<file path="src/rtl/seg_dec_pkg.sv">
package seg_dec_pkg;
    localparam int DIGIT_W = 4;
    localparam int SEG_W   = 7;

    typedef logic [SEG_W-1:0]   seg_t;
    typedef logic [DIGIT_W-1:0] digit_t;

    localparam seg_t SEG_ALL_DARK = {SEG_W{1'b1}};
    localparam seg_t SEG_ALL_LIT  = {SEG_W{1'b0}};

    typedef enum logic [1:0] {
        SRC_GLYPH = 2'd0,
        SRC_DARK  = 2'd1,
        SRC_LIT   = 2'd2
    } seg_src_e;

    typedef struct packed {
        seg_src_e src;
        logic     rbo_n;
    } blank_ctl_t;
endpackage

</file>
<file path="src/rtl/seg_glyph_table.sv">
module seg_glyph_table
    import seg_dec_pkg::*;
(
    input  digit_t code_i,
    output seg_t   glyph_n_o
);
    seg_t glyph_d;

    always_comb begin
        unique case (code_i)
            4'd0:  glyph_d = 7'b0000001;
            4'd1:  glyph_d = 7'b1001111;
            4'd2:  glyph_d = 7'b0010010;
            4'd3:  glyph_d = 7'b0000110;
            4'd4:  glyph_d = 7'b1001100;
            4'd5:  glyph_d = 7'b0100100;
            4'd6:  glyph_d = 7'b1100000;
            4'd7:  glyph_d = 7'b0001111;
            4'd8:  glyph_d = 7'b0000000;
            4'd9:  glyph_d = 7'b0001100;
            4'd10: glyph_d = 7'b1110010;
            4'd11: glyph_d = 7'b1100110;
            4'd12: glyph_d = 7'b1011100;
            4'd13: glyph_d = 7'b0110100;
            4'd14: glyph_d = 7'b1110000;
            default: glyph_d = SEG_ALL_DARK;
        endcase
    end

    assign glyph_n_o = glyph_d;
endmodule

</file>
<file path="src/rtl/seg_blank_ctrl.sv">
module seg_blank_ctrl
    import seg_dec_pkg::*;
(
    input  digit_t     code_i,
    input  logic       lamp_test_n,
    input  logic       ripple_blank_in_n,
    input  logic       blank_n,
    output blank_ctl_t ctl_o
);
    blank_ctl_t ctl_d;
    logic       is_zero;

    assign is_zero = (code_i == '0);

    always_comb begin
        ctl_d       = '{src: SRC_GLYPH, rbo_n: 1'b1};
        // Suppression request travels on regardless of forced blank.
        ctl_d.rbo_n = ~(~ripple_blank_in_n & is_zero & lamp_test_n);
        if (!blank_n) begin
            ctl_d.src = SRC_DARK;
        end else if (!lamp_test_n) begin
            ctl_d.src = SRC_LIT;
        end else if (!ripple_blank_in_n && is_zero) begin
            ctl_d.src = SRC_DARK;
        end
    end

    assign ctl_o = ctl_d;
endmodule

</file>
<file path="src/rtl/seg_digit_decoder.sv">
module seg_digit_decoder
    import seg_dec_pkg::*;
(
    input  logic [3:0] digit_i,
    input  logic       lamp_test_n,
    input  logic       ripple_blank_in_n,
    input  logic       blank_n,
    output logic [6:0] seg_n,
    output logic       ripple_blank_out_n
);
    seg_t       glyph_n;
    blank_ctl_t ctl;
    seg_t       seg_d;

    seg_glyph_table u_glyph (
        .code_i    (digit_i),
        .glyph_n_o (glyph_n)
    );

    seg_blank_ctrl u_ctrl (
        .code_i            (digit_i),
        .lamp_test_n       (lamp_test_n),
        .ripple_blank_in_n (ripple_blank_in_n),
        .blank_n           (blank_n),
        .ctl_o             (ctl)
    );

    always_comb begin
        unique case (ctl.src)
            SRC_DARK: seg_d = SEG_ALL_DARK;
            SRC_LIT:  seg_d = SEG_ALL_LIT;
            default:  seg_d = glyph_n;
        endcase
    end

    assign seg_n              = seg_d;
    assign ripple_blank_out_n = ctl.rbo_n;

    always_comb begin
        if (!blank_n) begin
            assert_blank_dark_R5: assert (seg_n == SEG_ALL_DARK);
        end
        if (blank_n && !lamp_test_n) begin
            assert_lamp_lit_R4: assert (seg_n == SEG_ALL_LIT);
        end
        if (blank_n && lamp_test_n && !ripple_blank_in_n && digit_i == '0) begin
            assert_zero_dark_R6: assert (seg_n == SEG_ALL_DARK);
        end
        if (!ripple_blank_out_n) begin
            assert_rbo_cause_R8: assert (digit_i == '0 && !ripple_blank_in_n && lamp_test_n);
        end
        if (blank_n && lamp_test_n && digit_i == 4'd8) begin
            assert_eight_full_R1: assert (seg_n == SEG_ALL_LIT);
        end
    end
endmodule

</file>
<file path="config.mk">
export PLATFORM = sky130hd
export DESIGN_NAME = seg_digit_decoder
export DESIGN_NICKNAME = d
export VERILOG_FILES = /design/src/rtl/seg_dec_pkg.sv /design/src/rtl/seg_glyph_table.sv /design/src/rtl/seg_blank_ctrl.sv /design/src/rtl/seg_digit_decoder.sv
export SDC_FILE = /design/constraint.sdc
export NUM_CORES = 1
export LEC_CHECK = 0
export ABC_AREA = 1
export CAP_MARGIN = 10
export CORE_AREA = 2 2 39 41
export DETAILED_ROUTE_END_ITERATION = 16
export DIE_AREA = 0 0 41 43
export GPL_ROUTABILITY_DRIVEN = 0
export GPL_TIMING_DRIVEN = 0
export PLACE_DENSITY_LB_ADDON = 0.3
export SLEW_MARGIN = 10
export SYNTH_ARGS = -nofsm -noshare
export SYNTH_HDL_FRONTEND = slang
export SYNTH_SLANG_ARGS = --single-unit
</file>
<file path="constraint.sdc">
create_clock -name vclk -period 2.1
set_clock_uncertainty 0.15 [all_clocks]
set_input_delay 0.42 -clock vclk [all_inputs]
set_output_delay 0.42 -clock vclk [all_outputs]
set_load 0.02 [all_outputs]
</file>
==> summary.txt <==
Period Utilization, post-route -> 104%
Total GRT Usage -> 9.59%
pre-CTS setup slack -> -1.17 ns
vias in the first global route -> 313
num sequential -> 0
Cell Count Post-Placement -> 83
synthesized net count -> 65
I/O pin cnt -> 15
CP Launch Type -> input pin
post-synth top area share -> 21.2%
critical path class -> in2out
antenna-violating nets left -> 0
Gate Count Post-Synth -> 53
Final Slew Violations -> 0
hpwl dp -> 602 µm
Syn. warnings -> 0
CP Max Fanout -> 7
drt pass-1 iters -> 3
status -> finished with violations
Post-Place Cell Area -> 584 µm²
Nets -> 86
max frequency -> 458 MHz
Setup TNS -> -0.483 ns
die height -> 43 µm
Hold WS -> 1.17 ns
DR vias/cell -> 4.27
Max VDD drop -> 0.000138 V
Final setup viols -> 7
DR iter-0 viols -> 13
ant diodes -> 0
Die X -> 41 µm
area growth from synthesis to layout -> 115%
MaxCap Viol Count -> 0
first-pass GRT wire length -> 1260 µm
pin count of the biggest net entering global routing -> 11
final core occ -> 46.7%
DRC violations left -> 0
pwr dens -> 302 mW/mm²
Synth cell types -> 15
FF/Latch Area -> 0 µm²
final hold vios -> 0
P_leak -> 0.310 nW
Max-Slew Margin vs Limit -> 78.4%
Final Worst Setup Slack -> -0.0846 ns
total power -> 0.195 mW
worst min-delay path class -> in2out
Starting Density -> 21.8%
Die ar. -> 0.00176 mm²
Port Buffers -> 14
RSZ-0062 raised after global routing -> yes
post-route minimum period -> 2.18 ns
Worst Path Required -> 1.53 ns
CP endpoint kind -> output port
layout cell share with drive strength beyond 1 -> 61.1%
Core ar. -> 0.00138 mm²
worst endpoint data arrival time -> 1.61 ns
Worst-Margin Slew -> 0.321 ns
post-synthesis sequential area ratio -> 0%
Final Non-Filler Cells -> 88
fin area -> 647 µm²
total number of vias -> 376
Synth area leader -> nand2_1
Avg Inst Size Synth -> 5.69 µm²
antenna violations before repair -> 0
final WL -> 823 µm
total grt overflow -> 0
failing checks -> setup timing
post-DR wirelength/cell -> 9.35 µm
row cnt -> 14
Area contributors post-synth -> nand2_1 21%, ha_1 21%, nand2_2 12%
clock buf count -> 0
Post-Syn Area -> 302 µm²
==> layout by cell type, fill, tap and decap left out <==
master / count
a21boi_1: 1
nand2_1: 12
o21ai_0: 1
ha_1: 3
inv_1: 2
nand2_2: 6
nand2_8: 1
nor2_4: 2
nand2_4: 4
buf_8: 2
ha_4: 2
buf_6: 8
inv_4: 3
buf_2: 1
o21ai_4: 3
inv_6: 1
inv_2: 2
inv_8: 1
nand3_2: 3
dlygate4sd2_1: 3
clkdlybuf4s50_1: 1
a21oi_1: 1
nand3_1: 4
buf_4: 5
==> worst paths after layout <==
| path | startpoint | end | cells past startpoint |
|---|---|---|---|
| max | digit_i[0] | seg_n[2] | 12 |
| min | digit_i[2] | seg_n[3] | 5 |
==> worst max-delay path, stage by stage <==
cell and delay [ns]:
buf_8 0.08, inv_4 0.03, ha_4 0.15, inv_4 0.06, nor2_4 0.03, nand3_2 0.06
nand2_2 0.07, ha_4 0.32, inv_8 0.06, nand2_8 0.13, o21ai_4 0.07, buf_6 0.13
==> final cells by class <==
cell class                      count  area, µm²
Buffer                              1       11.3
Fill cell                         139        737
Timing Repair Buffer               19        188
Tap cell                           16       20.0
Inverter                            9       53.8
Multi-Input combinational cell     43        374
==> synth_stat cells <==
master	instances
a21boi_1	1
a21oi_1	1
buf_6	1
ha_1	5
inv_1	6
inv_2	2
inv_6	1
nand2_1	17
nand2_2	6
nand3_1	5
nand3_2	2
nor2_1	1
nor2_2	1
o21ai_0	2
o21ai_1	2
==> what timing repair did <==
action / 4_1_cts / 5_1_grt
hold buffers: 0 / 0
setup buffers: 5 / 0
resized for setup: 69 / 0
endpoints found under the hold margin: 0 / 0
pin swaps: 8 / 3
setup endpoints to repair: 8 / 7
==> layer usage <==
metal / vias up / track usage, % / share of wire, %
met2: 10 / 17.5 / 48
met1: 160 / 12.7 / 46
met3: 0 / 0 / 5.6
met4: 0 / 0 / 0
li1: 206 / - / -
met5: - / 0 / 0
==> power breakdown <==
| part | total (mW) | internal, mW | switching (mW) |
|---|---|---|---|
| clock network | 0 | 0 | 0 |
| registers | 0 | 0 | 0 |
| logic | 0.195 | 0.0928 | 0.102 |
| total | 0.195 | 0.0928 | 0.102 |
==> cells by family after synthesis <==
logic type / after synthesis / share of synthesized area (%)
AOI/OAI and AO/OA: 6 / 10.8
adders and majority gates: 5 / 20.7
and+or+nand+nor: 32 / 51.9
buffers and inverters: 10 / 16.6
No activity file was read; power rests on OpenSTA's default activity.
